`config.mk`:
```
export PLATFORM = sky130hd
export DESIGN_NAME = rxq_engine
export DESIGN_NICKNAME = d
export VERILOG_FILES = /design/src/rtl/rxq_pkg.sv /design/src/rtl/rxq_credit.sv /design/src/rtl/rxq_ring_ptr.sv /design/src/rtl/rxq_engine.sv
export SDC_FILE = /design/constraint.sdc
export NUM_CORES = 1
export LEC_CHECK = 0
export ABC_AREA = 1
export CAP_MARGIN = 30
export CORE_MARGIN = 3
export CORE_UTILIZATION = 55
export CTS_CLUSTER_DIAMETER = 150
export DETAILED_ROUTE_END_ITERATION = 6
export DONT_BUFFER_PORTS = 1
export GPL_TIMING_DRIVEN = 0
export PLACE_DENSITY = 0.79
export SYNTH_ARGS = -nofsm -noshare
export SYNTH_HDL_FRONTEND = slang
export SYNTH_SLANG_ARGS = --single-unit
```
`constraint.sdc`:
```
create_clock -name clk -period 6.2 [get_ports clk]
set_input_delay 0.62 -clock clk [delete_from_list [all_inputs] [get_ports clk]]
set_output_delay 0.62 -clock clk [all_outputs]
set_load 0.005 [all_outputs]
```
`src/rtl/rxq_pkg.sv`:
```
package rxq_pkg;

    localparam int WORD_W  = 32;
    localparam int LEN_W   = 16;
    localparam int IDX_W   = 15;
    localparam int IDX_LSB = 16;

    // status word 0 flag positions; software decodes these
    localparam int B_DONE = 31;
    localparam int B_OK   = 30;
    localparam int B_EOF  = 29;
    localparam int B_EOB  = 28;
    localparam int B_OVR  = 20;
    localparam int B_FRM  = 19;
    localparam int B_RUNT = 18;
    localparam int B_XTRA = 17;
    localparam int B_CRC  = 16;
    localparam int B_CRCI = 15;

    typedef enum logic [2:0] {
        ST_IDLE,
        ST_FETCH,
        ST_WAIT,
        ST_STS0,
        ST_STS1
    } rxq_state_e;

    typedef struct packed {
        logic             overrun;
        logic             framing;
        logic             runt;
        logic             crc_err;
        logic             crc_incl;
        logic [LEN_W-1:0] len;
    } rxq_frame_t;

    function automatic logic [WORD_W-1:0] pack_sts0(rxq_frame_t f, logic over_len);
        logic [WORD_W-1:0] w;
        w         = '0;
        w[B_DONE] = 1'b1;
        w[B_OK]   = ~(f.overrun | f.framing | f.runt | f.crc_err | over_len);
        w[B_EOF]  = 1'b1;
        w[B_EOB]  = 1'b1;
        w[B_OVR]  = f.overrun;
        w[B_FRM]  = f.framing;
        w[B_RUNT] = f.runt;
        w[B_XTRA] = over_len;
        w[B_CRC]  = f.crc_err;
        w[B_CRCI] = f.crc_incl;
        return w;
    endfunction

    function automatic logic [WORD_W-1:0] pack_sts1(logic [IDX_W-1:0] idx, logic [LEN_W-1:0] len);
        return {1'b1, idx, len};
    endfunction

endpackage

```
`src/rtl/rxq_credit.sv`:
```
module rxq_credit #(
    parameter int CW = 7
) (
    input  logic          clk,
    input  logic          rst_n,
    input  logic          add_valid,
    input  logic [CW-1:0] add_num,
    input  logic          take,
    output logic [CW-1:0] cnt,
    output logic          nonzero
);

    logic [CW-1:0] cnt_q;

    // addition and consumption in the same cycle both land
    always_ff @(posedge clk or negedge rst_n) begin
        if (!rst_n) begin
            cnt_q <= '0;
        end else begin
            cnt_q <= cnt_q + (add_valid ? add_num : '0) - {{(CW-1){1'b0}}, take};
        end
    end

    assign cnt     = cnt_q;
    assign nonzero = (cnt_q != '0);

endmodule

```
`src/rtl/rxq_ring_ptr.sv`:
```
module rxq_ring_ptr #(
    parameter int OW   = 16,
    parameter int STEP = 8
) (
    input  logic          clk,
    input  logic          rst_n,
    input  logic [OW-1:0] ring_bytes,
    input  logic          advance,
    output logic [OW-1:0] off
);

    logic [OW-1:0] off_q;
    logic [OW:0]   nxt;

    assign nxt = {1'b0, off_q} + (OW+1)'(STEP);

    always_ff @(posedge clk or negedge rst_n) begin
        if (!rst_n) begin
            off_q <= '0;
        end else if (advance) begin
            if (nxt >= {1'b0, ring_bytes}) off_q <= '0;
            else                            off_q <= nxt[OW-1:0];
        end
    end

    assign off = off_q;

endmodule

```
`src/rtl/rxq_engine.sv`:
```
module rxq_engine
    import rxq_pkg::*;
#(
    parameter int AW           = 32,
    parameter int OW           = 16,
    parameter int RING_ENTRIES = 64,
    parameter int DCW          = 16
) (
    input  logic                          clk,
    input  logic                          rst_n,
    input  logic                          enable,
    input  logic                          irq_en,
    input  logic [AW-1:0]                 desc_base,
    input  logic [OW-1:0]                 desc_ring_bytes,
    input  logic [AW-1:0]                 sts_base,
    input  logic [OW-1:0]                 sts_ring_bytes,
    input  logic                          desc_enq_valid,
    input  logic [$clog2(RING_ENTRIES):0] desc_enq_num,
    input  logic                          sts_enq_valid,
    input  logic [$clog2(RING_ENTRIES):0] sts_enq_num,
    input  logic                          frm_valid,
    input  logic [15:0]                   frm_len,
    input  logic                          frm_overrun,
    input  logic                          frm_framing,
    input  logic                          frm_runt,
    input  logic                          frm_crc_err,
    input  logic                          frm_crc_incl,
    output logic                          frm_ready,
    output logic                          rx_active,
    output logic                          mem_en,
    output logic                          mem_we,
    output logic [AW-1:0]                 mem_addr,
    output logic [31:0]                   mem_wdata,
    input  logic [31:0]                   mem_rdata,
    output logic                          irq,
    output logic [DCW-1:0]                drop_count
);

    localparam int CW       = $clog2(RING_ENTRIES) + 1;
    localparam int ENT_STEP = 8;
    localparam int W1_OFS   = 4;

    rxq_state_e       state_q, state_d;
    rxq_frame_t       frm_q;
    logic [IDX_W-1:0] dsc_idx_q;
    logic [LEN_W-1:0] dsc_len_q;
    logic [CW-1:0]    desc_cred, sts_cred;
    logic             desc_nz, sts_nz;
    logic [OW-1:0]    desc_off, sts_off;
    logic             frame_seen, accept, drop, entry_done;
    logic             over_len;
    logic [AW-1:0]    desc_addr, sts_addr;
    logic             irq_q, active_q;
    logic [DCW-1:0]   drop_q;
    logic             rdata_unused;

    assign rdata_unused = mem_rdata[WORD_W-1];

    assign frame_seen = enable && frm_valid && (state_q == ST_IDLE);
    assign accept     = frame_seen && desc_nz && sts_nz;
    assign drop       = frame_seen && !(desc_nz && sts_nz);
    assign entry_done = (state_q == ST_STS1);

    rxq_credit #(.CW(CW)) u_desc_cred (
        .clk(clk), .rst_n(rst_n),
        .add_valid(desc_enq_valid), .add_num(desc_enq_num),
        .take(entry_done), .cnt(desc_cred), .nonzero(desc_nz)
    );

    rxq_credit #(.CW(CW)) u_sts_cred (
        .clk(clk), .rst_n(rst_n),
        .add_valid(sts_enq_valid), .add_num(sts_enq_num),
        .take(entry_done), .cnt(sts_cred), .nonzero(sts_nz)
    );

    rxq_ring_ptr #(.OW(OW), .STEP(ENT_STEP)) u_desc_ptr (
        .clk(clk), .rst_n(rst_n), .ring_bytes(desc_ring_bytes),
        .advance(entry_done), .off(desc_off)
    );

    rxq_ring_ptr #(.OW(OW), .STEP(ENT_STEP)) u_sts_ptr (
        .clk(clk), .rst_n(rst_n), .ring_bytes(sts_ring_bytes),
        .advance(entry_done), .off(sts_off)
    );

    assign desc_addr = desc_base + {{(AW-OW){1'b0}}, desc_off};
    assign sts_addr  = sts_base  + {{(AW-OW){1'b0}}, sts_off};
    assign over_len  = (frm_q.len > dsc_len_q);

    // state register
    always_ff @(posedge clk or negedge rst_n) begin
        if (!rst_n) state_q <= ST_IDLE;
        else        state_q <= state_d;
    end

    always_comb begin
        state_d = state_q;
        unique case (state_q)
            ST_IDLE:  if (accept) state_d = ST_FETCH;
            ST_FETCH: state_d = ST_WAIT;
            ST_WAIT:  state_d = ST_STS0;
            ST_STS0:  state_d = ST_STS1;
            ST_STS1:  state_d = ST_IDLE;
            default:  state_d = ST_IDLE;
        endcase
    end

    // captured frame, descriptor fields, counters
    always_ff @(posedge clk or negedge rst_n) begin
        if (!rst_n) begin
            frm_q     <= '0;
            dsc_idx_q <= '0;
            dsc_len_q <= '0;
            irq_q     <= 1'b0;
            active_q  <= 1'b0;
            drop_q    <= '0;
        end else begin
            if (accept) begin
                frm_q.overrun  <= frm_overrun;
                frm_q.framing  <= frm_framing;
                frm_q.runt     <= frm_runt;
                frm_q.crc_err  <= frm_crc_err;
                frm_q.crc_incl <= frm_crc_incl;
                frm_q.len      <= frm_len;
            end
            if (state_q == ST_WAIT) begin
                dsc_idx_q <= mem_rdata[IDX_LSB +: IDX_W];
                dsc_len_q <= mem_rdata[LEN_W-1:0];
            end
            irq_q    <= entry_done && irq_en;
            active_q <= enable;
            if (drop) drop_q <= drop_q + 1'b1;
        end
    end

    // outputs
    always_comb begin
        mem_en    = 1'b0;
        mem_we    = 1'b0;
        mem_addr  = '0;
        mem_wdata = '0;
        unique case (state_q)
            ST_FETCH: begin
                mem_en   = 1'b1;
                mem_addr = desc_addr + AW'(W1_OFS);
            end
            ST_STS0: begin
                mem_en    = 1'b1;
                mem_we    = 1'b1;
                mem_addr  = sts_addr;
                mem_wdata = pack_sts0(frm_q, over_len);
            end
            ST_STS1: begin
                mem_en    = 1'b1;
                mem_we    = 1'b1;
                mem_addr  = sts_addr + AW'(W1_OFS);
                mem_wdata = pack_sts1(dsc_idx_q, frm_q.len);
            end
            default: ;
        endcase
    end

    assign frm_ready  = (state_q == ST_IDLE);
    assign irq        = irq_q;
    assign rx_active  = active_q;
    assign drop_count = drop_q;

endmodule

```
# [Word-level counts from Yosys, hierarchy flattened]
# Cells that the tools add are included.
[op_classes] eq_ne=5 n_bitwise=5 magnitude_cmp=3 muxes=10 reduce_logical=13 add_sub_neg=11
[ops] op="$pmux W32 S3" count=1
[ops] op="$add A32 B16 Y32" count=2
[ops] op="$add A32 B3 Y32 const B" count=2
[ops] op="$pmux W32 S2" count=1
[ops] op="$add A16 B4 Y17 const B" count=2
[ops] op="$ge A17 B16 Y1" count=2
[ops] op="$mux W16" count=2
[ops] op="$add A16 B1 Y16 const B" count=1
[ops] op="$gt A16 B16 Y1" count=1
[ops] op="$add A7 B7 Y7" count=2
[ops] op="$mux W7" count=2
[ops] op="$reduce_bool A7 Y1" count=2
[ops] op="$sub A7 B1 Y7" count=2
[ops] op="$pmux W3 S4" count=1
[ops] op="$logic_and A1 B1 Y1" count=7
[ops] op="$eq A3 B2 Y1 const B" count=2
[ops] op="$or A1 B1 Y1" count=4
[ops] op="$eq A3 B1 Y1 const B" count=1
[ops] op="$eq A3 B3 Y1 const B" count=1
[ops] op="$logic_not A3 Y1" count=1
[ops] op="$mux W3" count=1
[ops] op="$reduce_or A3 Y1" count=1
[ops] op="$mux W1" count=2
[ops] op="$ne A2 B1 Y1 const B" count=1
[ops] op="other kinds (3)" count=3
[word_totals] elab_cells=63 regBits=119 inputBits=170 out_inout_bits=85

# [Logic depth before layout (Yosys ltp)]
[depth] depth_word=6 mapped_depth=19 depth_no_buf=19

# [Cells and area by module]
# A second synthesis with hierarchy kept.
[unflattened] hier_cells=1941 hier_area_um2=12249.2
[modules_own_cells] mod="rxq_engine" seq_area_each_um2=1826.8 cells_each=1291 area_per_inst_um2=8077.7 n_inst=1
[modules_own_cells] mod="rxq_ring_ptr" seq_area_each_um2=325.3 cells_each=220 area_per_inst_um2=1356.3 n_inst=2
[modules_own_cells] mod="rxq_credit" seq_area_each_um2=175.2 cells_each=105 area_per_inst_um2=729.4 n_inst=2

# [Worst setup path before layout]
# No wires, ideal clock.
[synth_timing] path_kind="input-to-output" start="in desc_base[4]" end="out mem_addr[30]" required_ns=5.580 path_stages=13 arrival_time_ns=2.542 path_slack_ns=3.038 path_buffers=0 cell_sequence="ha_1 ha_1 nand2_1 o21ai_0 a21oi_1 o21bai_1 a21oi_1 nor2_1 nand3_1 nand3_1 o21ai_0 inv_1 nand2_1"
[synth_via] elab_chain_cells=3
[synth_lines] element="start, declared" line_no="rxq_engine.sv:13" text="input logic [AW-1:0] desc_base,"
[synth_lines] element="$add A32 B16 Y32" line_no="rxq_engine.sv:86" text="assign desc_addr = desc_base + {{(AW-OW){1'b0}}, desc_off};"
[synth_lines] element="$add A32 B3 Y32" line_no="rxq_engine.sv:145" text="mem_addr = desc_addr + AW'(W1_OFS);"
[synth_lines] element="$pmux W32 S3" line_no="rxq_engine.sv:142" text="unique case (state_q)"
[synth_lines] element="end, declared" line_no="rxq_engine.sv:32" text="output logic [AW-1:0] mem_addr,"
# No other way between the ends.

# [Final worst setup path]
[layout_timing] start="reg u_desc_ptr.off_q[4], in the netlist u_desc_ptr.off[4]" end="out mem_addr[30]"
[layout_via] elab_chain_cells=3
[layout_lines] element="start, declared" line_no="rxq_ring_ptr.sv:12" text="logic [OW-1:0] off_q;"
[layout_lines] element="start signal, assigned" line_no="rxq_ring_ptr.sv:22" text="else off_q <= nxt[OW-1:0];"
[layout_lines] element="$add A32 B16 Y32" line_no="rxq_engine.sv:86"
[layout_lines] element="$add A32 B3 Y32" line_no="rxq_engine.sv:145"
[layout_lines] element="$pmux W32 S3" line_no="rxq_engine.sv:142"
# No other way between the ends.

==> metrics.yaml <==
outcome: "finished, final reports clean"
dieHeight_microns: 148
wl_per_cell_microns: 16.6
synth_cells: 1691
ys.flop_type: "dfrtp_1"
critPathLaunchType: "register"
path_cells: "ha_1, ha_1, nand2_1, o21ai_0, a21oi_1, o21bai_1, a21oi_1, nor2_1, nand3_1, nand3_1, o21ai_0, inv_1, nand2_1"
setup_violations: 0
die_area_sq_um: 22000
n_antenna_cell: 0
floorplan.initialDensity_pct: 56.6
crit_start: "u_desc_ptr.off[4]$_DFFE_PN0N_"
boundaryPins: 255
total_power_mw: 3.99
hold_viol_final: 0
crit_fanout: 5
syn2layout_area_growth_pct: 8.36
via_count: 11072
portBuffers: 0
p_int_mw: 2.23
pre_cts_slack_ps: 2380
rsz0062_at_grt: "no"
finalCritPeriodShare_pct: 64.2
seq_area_frac_synth_pct: 25.3
drt_iter0_drc: 690
layout-drive-gt1-share_pct: 6.43
timing.reg2reg.setup_slack_ps: 2360
synth_edf_count: 0
setup_slack_ps: 2220
crit_slowest_cell: "dfrtp_1"
antenna_found_initial: 1
grt_pass1_vias: 10943
peakVddDrop_mv: 0.306
vias_per_cell: 5.56
critPathBufInv: 1
tightest_slew_ps: 827
arrival_ps: 3360
fmax_mhz: 251
grt_max_degree: 114
yosysTopAreaCell: "dfrtp_1"
fp.dieW_microns: 148
r2r-start: "state_q[1]$_DFFE_PN0P_"
ys_ff_latch: 113
netSwitchingFraction_pct: 44.2
critPathTopFamily: "compound AO/OA/AOI/OAI gates"
final_cells: 1990
end_kind: "primary output"
drt_pass1_iterations: 5
overflow: 0
routed_wl_microns: 33000
clkPwrFrac_pct: 24.0
slew_violations: 0
synth_most_common_cell: "nand2_1"
cts_resized: 0
period_minus_slack_ps: 3980
whs_ps: 115
nets: 1997
yosys_warnings: 0
crit_required_ps: 5580
finalInstanceArea_sq_um: 12100
synth_top_area_share_pct: 25.3
cap_violations: 0
clk_path_buf_depth: 2
placed_area_sq_um: 11500
setup_tns_ps: 0
yosysUniqueCellTypes: 47
dp.cells: 1957
rows: 51
dpl.hpwl_microns: 27000
post-cts-setup-buffer-count: 0
path_clk_slew_ps: 70
place.gp.congestion: 0.981
grt_usage_pct: 29.7
powerDensity_nw_per_um2: 330
fin_skew_ps: 12.1
core_sq_um: 19700
synth-async-reset-ratio_pct: 100
syn_area_per_cell_sq_um: 6.60
cts_tree: "done"
critPathMaxStageDelay_ps: 420
worstSkewPairLatency_ps: 430
hold_path.class: "in2async"
drtAntennaViolNets: 0
ys_top_cells_by_count: "nand2_1, inv_1, nor2_1"
nFillCells: 1873
drc: 0
cts_root_buf: "clkbuf_16"
fin_util_pct: 61.3
relSlewSlack_pct: 44.9
cts-buffers-inserted: 17
combPwrFrac_pct: 47.8
path_class: "reg2out"
leakagePower_nw: 6.49
ctsHoldBuffers: 1
switchingPower_mw: 1.76
ctsHtreeMaxLevel: 4
grt_pass1_wl_microns: 52600
ys_top_cells_by_area: "dfrtp_1, nand2_1, ha_1"
clock-sinks: 113
syn_area_sq_um: 11200
seqPwrFrac_pct: 28.2
-- cell families (layout without fill, tap and decap cells) --
group	after synthesis	after routing	synth area share, %
flip-flops	113	113	25.3
AND/OR/NAND/NOR	822	822	32.5
multiplexers	16	16	1.61
adder cells (fa/ha/maj)	115	115	13.0
XOR/XNOR	53	53	4.16
other	1	2	0.0336
buffers and inverters	340	373	11.5
AO/OA/AOI/OAI	231	231	11.8
-- sequential cells by signal, summed over array words and instances (netlist names), 3 cells and up --
register / cells
frm_q: 21
drop_count: 16
dsc_len_q: 16
dsc_idx_q: 15
u_desc_ptr.off: 13
u_sts_ptr.off: 13
u_desc_cred.cnt: 7
u_sts_cred.cnt: 7
state_q: 3
-- placed cells by master, fill, tap and decap left out, types with 3 or more instances in the layout --
master and count:
inv_1 307, o21ai_1 5, nand3_2 4, o21bai_1 3, mux2_2 16, and2_1 3, a21o_1 3, nor2_2 22
o221ai_1 7, nor4_1 8, nor3_1 25, dfrtp_1 113, buf_2 4, a22o_1 7, nand2_2 12, nand3b_1 10
clkbuf_1 25, or2_2 8, o21ai_0 53, nand4_1 33, inv_6 7, xor2_1 39, xnor2_1 14, clkinv_4 3
a21oi_1 108, o22ai_1 17, clkbuf_16 17, nor2_1 163, o31ai_1 3, nor2_4 4, o211ai_1 16, nand3_1 124
ha_1 113, nand2_1 400
-- power by group through the flow --
stage,clock network [mW],logic [mW],registers [mW]
6_report,0.959,1.91,1.13
5_1_grt,0.996,2.17,1.15
4_1_cts,0.969,1.91,1.12
3_5_place_dp,0,1.87,1.14
3_3_place_gp,0,1.80,1.13
2_1_floorplan,0,1.42,1.09
-- per-layer routing --
layer	share of wire [%]	track usage (%)	wire length [microns]
met1	40	35.3	13200
met2	48	50.7	15800
met3	9.0	9.14	2980
met4	3.1	10.7	1010
met5	0.039	0	13
-- final timing paths --
kind                            cells past startpoint                            to
worst max-delay path                               13                  mem_addr[30]
worst min-delay path                                1  u_desc_cred.cnt[5]$_DFF_PN0_
worst max register to register                     15  u_desc_cred.cnt[6]$_DFF_PN0_
worst min register to register                      1     dsc_idx_q[12]$_DFFE_PN0P_
max in group asynchronous                           1      dsc_len_q[9]$_DFFE_PN0P_
min in group clk                                    0           rx_active$_DFF_PN0_
-- area by class of cell --
cell class              instances  area, sq um  share of cell area, %
clock buffers                  19          453                   3.74
repair buffers                  1         27.5                  0.228
multi-input cells            1239         7050                   58.3
clock inverters                13          118                  0.972
inverters                     308         1160                   9.57
well taps                     265          332                   2.74
plain buffers                  32          129                   1.07
flip-flops and latches        113         2830                   23.4
No activity file was read; power rests on OpenSTA's default activity.
